<file path="config.mk">
export PLATFORM = sky130hd
export DESIGN_NAME = permit_repeater
export DESIGN_NICKNAME = d
export VERILOG_FILES = /design/src/rtl/permit_repeater_pkg.sv /design/src/rtl/permit_carrier_detect.sv /design/src/rtl/permit_carrier_gen.sv /design/src/rtl/permit_fault_bank.sv /design/src/rtl/permit_repeater.sv
export SDC_FILE = /design/constraint.sdc
export NUM_CORES = 1
export LEC_CHECK = 0
export BUFFER_PORTS_ARGS = -buffer_cell sky130_fd_sc_hd__buf_2
export CORE_ASPECT_RATIO = 1.5
export CORE_MARGIN = 4
export CORE_UTILIZATION = 60
export CTS_CLUSTER_SIZE = 25
export DETAILED_ROUTE_END_ITERATION = 10
export GPL_TIMING_DRIVEN = 0
export PLACE_DENSITY = 0.87
export SLEW_MARGIN = 0
export SYNTH_ARGS = -nofsm -noshare
export SYNTH_HDL_FRONTEND = slang
export SYNTH_SLANG_ARGS = --single-unit
</file>
<file path="constraint.sdc">
create_clock -name clk -period 2.7 [get_ports clk]
set_input_delay 0 -clock clk [delete_from_list [all_inputs] [get_ports clk]]
set_output_delay 0 -clock clk [all_outputs]
set_load 0.02 [all_outputs]
</file>
<file path="src/rtl/permit_repeater_pkg.sv">
package permit_repeater_pkg;

    localparam int unsigned STAMP_W = 32;

    typedef logic [STAMP_W-1:0] stamp_t;

    // One latch slot per local input
    typedef struct packed {
        logic   hit;
        stamp_t ts;
    } slot_t;

endpackage

</file>
<file path="src/rtl/permit_carrier_detect.sv">
module permit_carrier_detect #(
    parameter int unsigned DIV          = 10,
    parameter int unsigned LOSS_PERIODS = 4
) (
    input  logic clk,
    input  logic rst_n,
    input  logic carrier_in,
    output logic present_o
);

    localparam int unsigned LIMIT = DIV * LOSS_PERIODS;
    localparam int unsigned CW    = $clog2(LIMIT + 1);

    typedef struct packed {
        logic [2:0]    sync;
        logic [CW-1:0] cnt;
        logic          present;
    } det_t;

    det_t det_d, det_q;
    logic edge_seen;

    assign edge_seen = det_q.sync[2] ^ det_q.sync[1];

    always_comb begin
        det_d      = det_q;
        det_d.sync = {det_q.sync[1:0], carrier_in};
        if (edge_seen) begin
            det_d.cnt     = '0;
            det_d.present = 1'b1;
        end else if (det_q.present) begin
            if (det_q.cnt == CW'(LIMIT - 1)) begin
                det_d.present = 1'b0;
                det_d.cnt     = '0;
            end else begin
                det_d.cnt = det_q.cnt + 1'b1;
            end
        end
    end

    always_ff @(posedge clk or negedge rst_n) begin
        if (!rst_n) det_q <= '0;
        else        det_q <= det_d;
    end

    assign present_o = det_q.present;

endmodule

</file>
<file path="src/rtl/permit_carrier_gen.sv">
module permit_carrier_gen #(
    parameter int unsigned DIV = 10
) (
    input  logic clk,
    input  logic rst_n,
    input  logic enable_i,
    output logic carrier_o
);

    localparam int unsigned HALF = (DIV / 2 > 0) ? DIV / 2 : 1;
    localparam int unsigned HW   = (HALF > 1) ? $clog2(HALF) : 1;

    typedef struct packed {
        logic [HW-1:0] cnt;
        logic          phase;
        logic          out;
    } gen_t;

    gen_t gen_d, gen_q;

    always_comb begin
        gen_d     = gen_q;
        gen_d.out = enable_i & gen_q.phase;
        if (gen_q.cnt == HW'(HALF - 1)) begin
            gen_d.cnt   = '0;
            gen_d.phase = ~gen_q.phase;
        end else begin
            gen_d.cnt = gen_q.cnt + 1'b1;
        end
    end

    always_ff @(posedge clk or negedge rst_n) begin
        if (!rst_n) gen_q <= '0;
        else        gen_q <= gen_d;
    end

    assign carrier_o = gen_q.out;

endmodule

</file>
<file path="src/rtl/permit_fault_bank.sv">
module permit_fault_bank
    import permit_repeater_pkg::*;
#(
    parameter int unsigned N_IN = 8
) (
    input  logic            clk,
    input  logic            rst_n,
    input  logic [N_IN-1:0] fail_i,
    input  logic            clear_i,
    input  stamp_t          now_i,
    output logic [N_IN-1:0] fault_o,
    output stamp_t          stamp_o [N_IN]
);

    for (genvar i = 0; i < N_IN; i++) begin : g_slot
        slot_t slot_d, slot_q;

        always_comb begin
            slot_d = slot_q;
            // clear first, so a still-failing input is stamped again
            if (clear_i) slot_d.hit = 1'b0;
            if (fail_i[i] && !slot_d.hit) begin
                slot_d.hit = 1'b1;
                slot_d.ts  = now_i;
            end
        end

        always_ff @(posedge clk or negedge rst_n) begin
            if (!rst_n) slot_q <= '0;
            else        slot_q <= slot_d;
        end

        assign fault_o[i] = slot_q.hit;
        assign stamp_o[i] = slot_q.ts;
    end

endmodule

</file>
<file path="src/rtl/permit_repeater.sv">
module permit_repeater
    import permit_repeater_pkg::*;
#(
    parameter int unsigned N_IN         = 8,
    parameter int unsigned CARRIER_DIV  = 10,
    parameter int unsigned LOSS_PERIODS = 4,
    localparam int unsigned SEL_W       = (N_IN > 1) ? $clog2(N_IN) : 1
) (
    input  logic             clk,
    input  logic             rst_n,
    input  logic             carrier_in,
    input  logic [N_IN-1:0]  permit_in,
    input  logic [N_IN-1:0]  mask_in,
    input  logic             op_reset,
    input  logic [SEL_W-1:0] rd_sel,
    output logic             carrier_out,
    output logic             carrier_ok,
    output logic             permit_out,
    output logic [N_IN-1:0]  fault_map,
    output logic [31:0]      rd_stamp
);

    typedef struct packed {
        stamp_t now;
        logic   permit;
    } top_t;

    top_t top_d, top_q;

    logic [N_IN-1:0] fail_now;
    logic            all_good;
    stamp_t          stamps [N_IN];

    assign fail_now = ~permit_in & mask_in;
    assign all_good = carrier_ok && (fail_now == '0);

    permit_carrier_detect #(
        .DIV          (CARRIER_DIV),
        .LOSS_PERIODS (LOSS_PERIODS)
    ) u_detect (
        .clk        (clk),
        .rst_n      (rst_n),
        .carrier_in (carrier_in),
        .present_o  (carrier_ok)
    );

    permit_fault_bank #(
        .N_IN (N_IN)
    ) u_bank (
        .clk     (clk),
        .rst_n   (rst_n),
        .fail_i  (fail_now),
        .clear_i (op_reset),
        .now_i   (top_q.now),
        .fault_o (fault_map),
        .stamp_o (stamps)
    );

    permit_carrier_gen #(
        .DIV (CARRIER_DIV)
    ) u_gen (
        .clk       (clk),
        .rst_n     (rst_n),
        .enable_i  (top_q.permit),
        .carrier_o (carrier_out)
    );

    always_comb begin
        top_d     = top_q;
        top_d.now = top_q.now + 1'b1;
        if (op_reset) top_d.permit = all_good;
        else          top_d.permit = top_q.permit & all_good;
    end

    always_ff @(posedge clk or negedge rst_n) begin
        if (!rst_n) top_q <= '0;
        else        top_q <= top_d;
    end

    assign permit_out = top_q.permit;
    assign rd_stamp   = (32'(rd_sel) < N_IN) ? stamps[rd_sel] : '0;

endmodule

</file>
# [Yosys cells after proc, flatten, opt, wreduce, memory -nomap -nowiden]
# Index checks and enable logic that the tools add are counted.
[word_totals] reg_bits=312 word_cells=81 memories=0 output_inout_bits=43 mem_bits_ro=0 latchBits=0 in_bits=23 ram_bits=0
[classes] n_reduce_logical=19 mul=0 n_shift=0 mux=25 n_div=0 n_lt_le_gt_ge=1 n_addsub=3 bitwise=7 n_eq_ne=2
[op_table] cell="$mux 33" count=8
[op_table] cell="$bmux 32 s3" count=1
[op_table] cell="$mux 32" count=2
[op_table] cell="$add 32x1->32 const B" count=1
[op_table] cell="$mux 7" count=2
[op_table] cell="$mux 1" count=10
[op_table] cell="$logic_and 1x1->1" count=9
[op_table] cell="$and 8x8->8" count=1
[op_table] cell="$logic_not 1->1" count=8
[op_table] cell="$logic_not 8->1" count=1
[op_table] cell="$not 8->8" count=1
[op_table] cell="$add 6x1->6 const B" count=1
[op_table] cell="$eq 6x6->1 const B" count=1
[op_table] cell="$mux 6" count=1
[op_table] cell="$ge 4x4->1 const B" count=1
[op_table] cell="$not 3->4" count=1
[op_table] cell="$add 3x1->3 const B" count=1
[op_table] cell="$eq 3x3->1 const B" count=1
[op_table] cell="$mux 3" count=1
[op_table] cell="$and 1x1->1" count=2
[op_table] cell="$reduce_bool 2->1" count=1
[op_table] cell="$not 1->1" count=1
[op_table] cell="$xor 1x1->1" count=1

# [Longest topological paths before layout]
# Gate-level depths: netlist of run 1.
[depth] ltp_word=6 mapped_depth=6 depth_no_buf=5

# [Cells and area by module]
# From an unflattened synthesis of run 1, not the netlist that was laid out.
[unflattened] cells_unflattened=866 area_unflattened_um2=13992.2
[modules_own_cells] module="permit_fault_bank" cells_per_inst=568 area_each_um2=9759.4 seq_area_each_um2=6606.3 n_inst=1
[modules_own_cells] module="permit_repeater" cells_per_inst=246 area_each_um2=3602.2 seq_area_each_um2=825.8 n_inst=1
[modules_own_cells] module="permit_carrier_detect" cells_per_inst=37 area_each_um2=430.4 seq_area_each_um2=250.2 n_inst=1
[modules_own_cells] module="permit_carrier_gen" cells_per_inst=15 area_each_um2=200.2 seq_area_each_um2=125.1 n_inst=1

# [Least setup slack after synthesis of run 1]
# OpenSTA, ideal clock, no wires.
[synth_path] path_kind="register to register" start="reg u_bank.g_slot[6].slot_q, in the netlist u_bank.fault_o[6]" end="reg u_bank.g_slot[6].slot_q, in the netlist u_bank.stamp_o[35]" arrival_time_ns=1.356 period_less_slack_ns=1.481 setup_ns=0.125 slack_ns=1.219 path_stages_with_launch=6 n_path_buf=2 t_required_ns=2.575 cell_sequence="dfrtp_1 > nand2b_1 > nand2b_1 > clkbuf_1 > buf_2 > mux2_2"
[synth_via] elab_chain_len=3
[synth_rtl] item="start: declaration" line_no="permit_fault_bank.sv:16" source="slot_t slot_d, slot_q;"
[synth_rtl] item="start signal: assignment" line_no="permit_fault_bank.sv:30" source="else slot_q <= slot_d;"
[synth_rtl] item="$mux 1" line_no="permit_fault_bank.sv:21" source="if (clear_i) slot_d.hit = 1'b0;"
[synth_rtl] item="$logic_not 1->1" line_no="permit_fault_bank.sv:22" source="if (fail_i[i] && !slot_d.hit) begin"
[synth_rtl] item="$logic_and 1x1->1" line_no="permit_fault_bank.sv:22"
# No other way between the ends.
# A chain may end at the register's enable or synchronous reset.

==> results of run 1 <==
[cell families after synthesis]
kind of cell | count (synthesis) | synth area share
compound gates | 18 | 0.00715
xor+xnor | 34 | 0.0213
fa+ha+maj | 4 | 0.00357
buf+inv | 87 | 0.0315
flops | 312 | 0.557
mux | 346 | 0.334
simple gates | 115 | 0.0448
[metal layers]
layer	share of wire	vias to the layer above
li1	-	3576
met1	0.39	4305
met2	0.54	219
met3	0.039	74
met4	0.033	0
met5	0	-
[how the worst max path moves through the flow]
stage	startpoint	to	slack, ns
finish	top_q[1]	top_q[15]	0.49
global route	top_q[1]	top_q[15]	0.43
CTS	top_q[1]	top_q[15]	0.58
detailed placement	top_q[1]	top_q[19]	0.69
global placement	rst_n	u_bank.stamp_o[121]	-4.06
floorplan	u_bank.fault_o[6]	u_bank.stamp_o[35]	1.22
[registers in the layout (all words and copies together), names as in the netlist]
register / cells
permit_out: 1
top_q: 32
u_bank.fault_o: 8
u_bank.stamp_o: 256
u_detect.det_d: 2
u_detect.det_q: 7
u_detect.present_o: 1
u_gen.carrier_o: 1
u_gen.gen_q: 4
[layout make-up]
| cell class | instances | area [µm²] |
|---|---|---|
| inverters | 4 | 15.0 |
| flip-flops and latches | 312 | 7810 |
| clock inverters | 20 | 323 |
| repair buffers | 91 | 646 |
| clock buffers | 34 | 795 |
| fillers | 1468 | 6850 |
| plain buffers | 83 | 427 |
| multi-input cells | 517 | 5760 |
| well taps | 280 | 350 |
[cells in the final DEF, fill, tap and decap left out, drive strengths merged, types with 9 or more instances in the layout]
master       netlist  final
mux4              64     64
nand2b            24     24
dlygate4sd3        0     27
xor2               9      9
buf               50    114
o21ai             12     12
nor2               9      9
and3               9      9
nand4             11     11
nand3             18     18
nand2             27     27
dfrtp            312    312
xnor2             25     25
mux2             281    281
clkbuf            33     67
[per-stage QoR]
step | total power, mW | util | setup WS (ns)
after floorplan | 5.33 | - | 1.22
after global placement | 5.59 | 0.639 | -4.06
after detailed placement | 5.62 | 0.641 | 0.688
after CTS | 10.3 | 0.702 | 0.584
after global routing | 10.6 | 0.702 | 0.431
final | 10.3 | 0.702 | 0.489
[what timing repair did]
action                                 4_1_cts  5_1_grt
endpoints found under the hold margin      106        0
gates resized for setup                      0        0
hold buffers                                27        0
[worst max-delay path: stages, from the launching register on]
cell     delay (ns)
dfrtp_1        0.43
ha_1           0.22
nand3_1        0.19
nor3_1         0.53
buf_2          0.35
nand3_1        0.16
xnor2_1        0.17
[report_power, final]
part	internal, mW	leakage, nW	switching, mW	total (mW)
registers	4.78	4.18	0.0598	4.84
logic	0.319	3.19	0.410	0.729
clock network	2.88	0.546	1.83	4.70
total	7.97	7.92	2.30	10.3
==> flow_summary.yaml, run 1 <==
status:
  run_status: "finished, final reports clean"
critical_path:
  r2r-end: "top_q[15]"
  reg2reg_setup_slack_ns: 0.49
  startpoint_type: "register"
  crit_path_end_kind: "register"
  reg2reg_depth: 6
  r2r_start: "top_q[1]"
  cp_data_required_time_ns: 3.10
  crit_type: "register to register"
  critical_path_arrival_ns: 2.61
  crit_fanout: 10
global_route:
  grt_max_degree: 125
  grt.busiest_layer: "met2"
  gr-total-overflow: 0
  met1_usage: 0.292
  use_met2: 0.432
  grt_usage: 0.236
  grt_pass1_vias: 9127
  antenna_found_initial: 0
  grt_pass1_wl_um: 48700
  use_met3: 0.0278
sta:
  worst_pin_slew_ns: 0.832
  rsz0062_at_grt: "no"
  relSlewSlack: 0.445
  finalSetupViolCount: 0
  skew_ns: 0.0210
  post-route-period-util: 0.819
  fin_hold_ws_ns: 0.0376
  finalMaxSlewViolations: 0
  post-route-min-period_ns: 2.21
  hold_viol: 0
  max_clock_freq_ghz: 0.452
  fin_tns_setup_ns: 0
floorplanning:
  rows: 68
  initial_core_util: 0.610
  die_w_um: 133
  dieArea_mm2: 0.0259
  die_y_um: 195
  coreArea_mm2: 0.0230
  io_pins: 66
place:
  dpl.cell_count: 1260
  placed_area_mm2: 0.0147
  gp_congestion: 0.772
  port_buffers: 62
  hpwl_um: 18800
route:
  routed_wl_um: 30000
  first_pass_iters: 5
  routedWlPerCell_um: 22.4
  drt-initial-drc-count: 365
  drc: 0
  vias: 8174
  ant_nets: 0
  vias_per_cell: 6.10
synth:
  ys_top_cells_by_area: "dfrtp_1 56%, mux2_2 22%, mux4_2 7.4%"
  yosysTopAreaCellShare: 0.557
  synth_edf_count: 0
  ys_seq_area_frac: 0.557
  synth.net_count: 943
  yosys_warnings: 0
  yosysUniqueCellTypes: 34
  synthTopCellsByCount: "312 x dfrtp_1, 271 x mux2_2, 46 x mux4_2"
  netlist_area_mm2: 0.0140
  synthArstFlopShare: 1.00
  synth_seq_cells: 312
  syn_avg_cell_area_um2: 15.3
  synth_ff_type: "dfrtp_1"
  syn_inst: 916
  synth_most_common_cell: "dfrtp_1"
  synth_top_area_cell: "dfrtp_1"
cts:
  cts_tree: "built"
  numCtsBuffers: 29
  clk_pin_slew_worst_paths_ns: 0.07
  post_cts_buffers: 0
  cts_max_level: 1
  clockBufferDepth: 3
  worstSkewPairLatency_ns: 0.55
  root_buffer: "clkbuf_16"
  clkSinkCount: 312
layout:
  instances_no_fill: 1341
  drive_gt1_frac: 0.452
  syn_to_final_growth_pct: 15.1
  antenna_cells: 0
  nNetsFinal: 1065
  stdcell_area_mm2: 0.0161
power:
  powerDensity_mw_per_mm2: 637
  leakage_nw: 7.92
  ir_worst_vdd_mv: 0.502
min_path:
  hold_path.class: "primary input to async pin"
flow_run:
  cap_violations: 0
No activity file was read; power rests on OpenSTA's default activity.
==> inputs of run 2 (changes only) <==
==> constraint.sdc (replaced) <==
create_clock -name clk -period 2.2 [get_ports clk]
set_input_delay 0 -clock clk [delete_from_list [all_inputs] [get_ports clk]]
set_output_delay 0 -clock clk [all_outputs]
set_load 0.02 [all_outputs]
==> run 2 against run 1 <==
Effect of this change:
- global-route usage did not move
- largest power group unchanged
- clock power rose by 23%
- core utilization barely moved
- final area barely moved
- combinational power rose by 23%
- sequential share of layout area barely moved
- clock skew barely moved
- sequential power rose by 23%
==> flow_summary.yaml, run 2 (same netlist as run 1, synthesis figures left out) <==
sta:
  skew_ns: 0.0211
  hold_viol: 0
  worst_pin_slew_ns: 0.857
  worst_slack_ns: 0.179
  post-route-period-util: 0.918
  max_clock_freq_ghz: 0.495
  finalMaxSlewViolations: 0
  rsz0062_at_grt: "no"
  post-route-min-period_ns: 2.02
  relSlewSlack: 0.429
  finalSetupViolCount: 0
critical_path:
  crit_fanout: 10
  crit_type: "register to register"
  cp_data_required_time_ns: 2.60
  crit_path_end_kind: "register"
  critical_path_arrival_ns: 2.42
  startpoint_type: "register"
floorplanning:
  die_w_um: 133
  io_pins: 66
  initial_core_util: 0.610
  coreArea_mm2: 0.0230
  die_y_um: 195
  dieArea_mm2: 0.0259
  rows: 68
route:
  drc: 0
  first_pass_iters: 5
  drt-initial-drc-count: 442
  ant_nets: 0
  vias_per_cell: 6.08
  routedWlPerCell_um: 22.4
  routed_wl_um: 30000
  vias: 8158
min_path:
  hold_path.class: "primary input to async pin"
place:
  hpwl_um: 18800
  pre_cts_ws_ns: 0.188
  gp_congestion: 0.772
  port_buffers: 62
  dpl.cell_count: 1260
flow_run:
  cap_violations: 0
global_route:
  grt_max_degree: 125
  grt_pass1_vias: 9127
  grt_pass1_wl_um: 48700
  gr-total-overflow: 0
  grt_usage: 0.236
  antenna_found_initial: 0
status:
  run_status: "finished, final reports clean"
layout:
  antenna_cells: 0
  syn_to_final_growth_pct: 15.1
  nNetsFinal: 1065
  largest_reg_flops: 256
  fillers: 1465
  mostFrequentLayoutCells: "312 x dfrtp_1, 271 x mux2_2, 96 x buf_2, 46 x mux4_2, 32 x clkbuf_1"
  final_common_cell: "dfrtp_1"
  drive_gt1_frac: 0.453
  instances_no_fill: 1341
power:
  report.power.total_mw: 12.6
  powerDensity_mw_per_mm2: 781
  ir_worst_vdd_mv: 0.614
  leakage_nw: 7.92
cts:
  clk_pin_slew_worst_paths_ns: 0.07
  numCtsBuffers: 29
  clockBufferDepth: 3
  cts_max_level: 1
  root_buffer: "clkbuf_16"
  worstSkewPairLatency_ns: 0.55
  post_cts_buffers: 0
  clkSinkCount: 312
  cts_tree: "built"
## run 2: area by class of cell
class / count / area (µm²) / share of cell area
Buffer: 83 / 427 / 0.0265
Clock buffer: 34 / 795 / 0.0493
Clock inverter: 20 / 323 / 0.0200
Inverter: 4 / 15.0 / 0.000931
Multi-Input combinational cell: 517 / 5760 / 0.357
Sequential cell: 312 / 7810 / 0.484
Tap cell: 280 / 350 / 0.0217
Timing Repair Buffer: 91 / 646 / 0.0400
## run 2: through the flow
stage	hold WS, ns	TNS [ns]	utilization	instance area, µm²
2_1_floorplan	-0.296	0	-	14000
3_3_place_gp	0.110	-1411.38	0.639	14700
3_5_place_dp	0.0733	0	0.641	14700
4_1_cts	0.0737	0	0.702	16100
5_1_grt	0.0966	0	0.702	16100
6_report	0.0360	0	0.702	16100
## run 2: critical path: stages, from the launching register on
cell,delay [ns]
dfrtp_1,0.43
ha_1,0.22
nand3_1,0.21
nor3_2,0.35
buf_2,0.31
nand3_1,0.16
xnor2_1,0.17
## run 2: final timing paths
| path | from | to | slack (ns) | cells past startpoint |
|---|---|---|---|---|
| worst max-delay path | top_q[1] | top_q[15] | 0.18 | 6 |
| worst min register to register | u_detect.det_d[8] | u_detect.det_d[9] | 0.36 | 0 |
| max in group asynchronous | rst_n | u_bank.stamp_o[87] | 0.69 | 4 |
| min in group clk | carrier_in | u_detect.det_d[8] | 0.09 | 2 |
| worst min-delay path | rst_n | u_bank.stamp_o[71] | 0.04 | 2 |
| worst max register to register | top_q[1] | top_q[15] | 0.18 | 6 |
## run 2: per-layer routing
metal | GRT usage | share of wire | vias to the layer above
li1 | - | - | 3577
met1 | 0.292 | 0.39 | 4304
met2 | 0.432 | 0.54 | 206
met3 | 0.0278 | 0.038 | 71
met4 | 0.0813 | 0.032 | 0
met5 | 0 | 0 | -
## run 2: where the power goes
group	total (mW)	switching (mW)	leakage, nW	internal (mW)
sequential	5.93	0.0735	4.18	5.86
combinational	0.896	0.505	3.19	0.391
clock	5.76	2.23	0.546	3.53
total	12.6	2.81	7.92	9.79
## run 2: timing repair
| action | CTS | global route |
|---|---|---|
| hold buffers | 27 | 0 |
| gates resized for setup | 0 | 1 |
| endpoints found under the hold margin | 106 | 0 |
| setup endpoints to repair | 0 | 9 |
==> inputs of run 3 (changes only) <==
--- a/config.mk
+++ b/config.mk
@@ -6,13 +6,14 @@
 export NUM_CORES = 1
 export LEC_CHECK = 0
 export BUFFER_PORTS_ARGS = -buffer_cell sky130_fd_sc_hd__buf_2
-export CORE_ASPECT_RATIO = 1.5
+export CELL_PAD_IN_SITES_DETAIL_PLACEMENT = 0
+export CELL_PAD_IN_SITES_GLOBAL_PLACEMENT = 1
 export CORE_MARGIN = 4
-export CORE_UTILIZATION = 60
+export CORE_UTILIZATION = 45
 export CTS_CLUSTER_SIZE = 25
 export DETAILED_ROUTE_END_ITERATION = 10
 export GPL_TIMING_DRIVEN = 0
-export PLACE_DENSITY = 0.87
+export PLACE_DENSITY = 0.79
 export SLEW_MARGIN = 0
 export SYNTH_ARGS = -nofsm -noshare
 export SYNTH_HDL_FRONTEND = slang
==> run 3 against run 2 <==
Effect of this change:
- die area is 31% higher
- global-route usage fell by 5.6 points
- clock power about the same
- sequential cell count did not move
- wire length about the same
- critical path type unchanged
- fmax up 0.36%
- sequential share of layout area down 0.49 points
==> flow_summary.yaml, run 3 (same netlist as run 1, synthesis figures left out) <==
layout:
  stdcell_area_mm2: 0.0163
  mostFrequentLayoutCells: "312 x dfrtp_1, 271 x mux2_2, 96 x buf_2, 46 x mux4_2, 39 x clkbuf_1"
  syn_to_final_growth_pct: 16.3
  largest_reg_flops: 256
  utilization: 0.531
  final_common_cell: "dfrtp_1"
  drive_gt1_frac: 0.446
  instances_no_fill: 1460
  nNetsFinal: 1072
  antenna_cells: 0
sta:
  post-route-min-period_ns: 2.01
  worst_pin_slew_ns: 0.894
  fin_tns_setup_ns: 0
  finalSetupViolCount: 0
  finalMaxSlewViolations: 0
  hold_viol: 0
  worst_slack_ns: 0.187
  fin_hold_ws_ns: 0.124
  rsz0062_at_grt: "no"
  post-route-period-util: 0.915
  skew_ns: 0.0295
  max_clock_freq_ghz: 0.497
  relSlewSlack: 0.404
cts:
  cts_max_level: 2
  hold_buffers: 28
  worstSkewPairLatency_ns: 0.52
  root_buffer: "clkbuf_16"
  cts_tree: "built"
  clkSinkCount: 312
  post_cts_buffers: 0
  clockBufferDepth: 3
  numCtsBuffers: 35
  clk_pin_slew_worst_paths_ns: 0.07
  ctsResizeCount: 0
flow_run:
  cap_violations: 0
route:
  wl_met2_um: 14500
  drt-initial-drc-count: 500
  routed_wl_um: 30000
  vias_per_cell: 5.48
  first_pass_iters: 5
  ant_nets: 0
  wl_met3_um: 969
  wl_met1_um: 13900
  routedWlPerCell_um: 20.6
  vias: 8008
  highest_layer: "met4"
  drc: 0
global_route:
  grt_max_degree: 110
  grt_pass1_wl_um: 48300
  grt_usage: 0.181
  gr-total-overflow: 0
  grt_pass1_vias: 8465
  antenna_found_initial: 0
critical_path:
  startpoint_type: "register"
  crit_type: "register to register"
  crit_fanout: 10
  critical_path_arrival_ns: 2.41
  crit_path_end_kind: "register"
  cp_data_required_time_ns: 2.59
floorplanning:
  io_pins: 66
  dieArea_mm2: 0.0340
  coreArea_mm2: 0.0307
  die_y_um: 184
  rows: 64
  initial_core_util: 0.457
  die_w_um: 184
place:
  dpl.cell_count: 1376
  pre_cts_ws_ns: 0.279
  hpwl_um: 18500
  port_buffers: 62
  gp_congestion: 0.742
  placed_area_mm2: 0.0149
min_path:
  hold_path.class: "primary input to async pin"
power:
  ir_worst_vdd_mv: 0.478
  leakage_nw: 7.93
  report.power.total_mw: 12.6
  powerDensity_mw_per_mm2: 775
status:
  run_status: "finished, final reports clean"
-- run 3: changes by cell type in the layout (fill, tap and decap cells not counted) --
cell	change
bufinv_16	-5
clkbuf_16	+8
clkbuf_1	+7
nor3_1	+1
nor3_2	-1
inv_6	-1
clkinv_8	-1
clkinv_2	-3
clkinvlp_4	-3
dlygate4sd3_1	+1
-- run 3: final cells by class --
cell class / count / area, µm²
fillers: 2539 / 14400
flip-flops and latches: 312 / 7810
repair buffers: 92 / 656
multi-input cells: 517 / 5760
well taps: 396 / 495
plain buffers: 83 / 427
clock inverters: 7 / 110
clock buffers: 49 / 1020
inverters: 4 / 15.0
-- run 3: worst max-delay path, stage by stage, from the launching register on --
cell and delay [ns]:
dfrtp_1 0.45, ha_1 0.24, nand3_1 0.20, nor3_1 0.34
buf_2 0.34, nand4_1 0.15, xnor2_1 0.16
-- run 3: worst paths after layout --
check                                  startpoint             endpoint  slack (ns)  cells after the start
worst max-delay path                     top_q[1]            top_q[19]        0.19                      6
worst min-delay path                        rst_n    u_detect.det_d[9]        0.12                      2
worst max register to register           top_q[1]            top_q[19]        0.19                      6
worst min register to register  u_detect.det_d[8]    u_detect.det_d[9]        0.35                      0
max in group asynchronous                   rst_n  u_bank.stamp_o[113]        0.58                      4
min in group clk                       carrier_in    u_detect.det_d[8]        0.14                      2
-- run 3: power by group --
part,internal [mW],switching [mW],leakage [nW]
clock,3.56,2.22,0.558
combinational,0.393,0.514,3.19
sequential,5.87,0.0659,4.18
-- run 3: per-layer routing --
layer,vias up,global-route usage
met5,-,0
met4,0,0.0455
met3,50,0.0251
met2,116,0.290
met1,4254,0.263
li1,3588,-
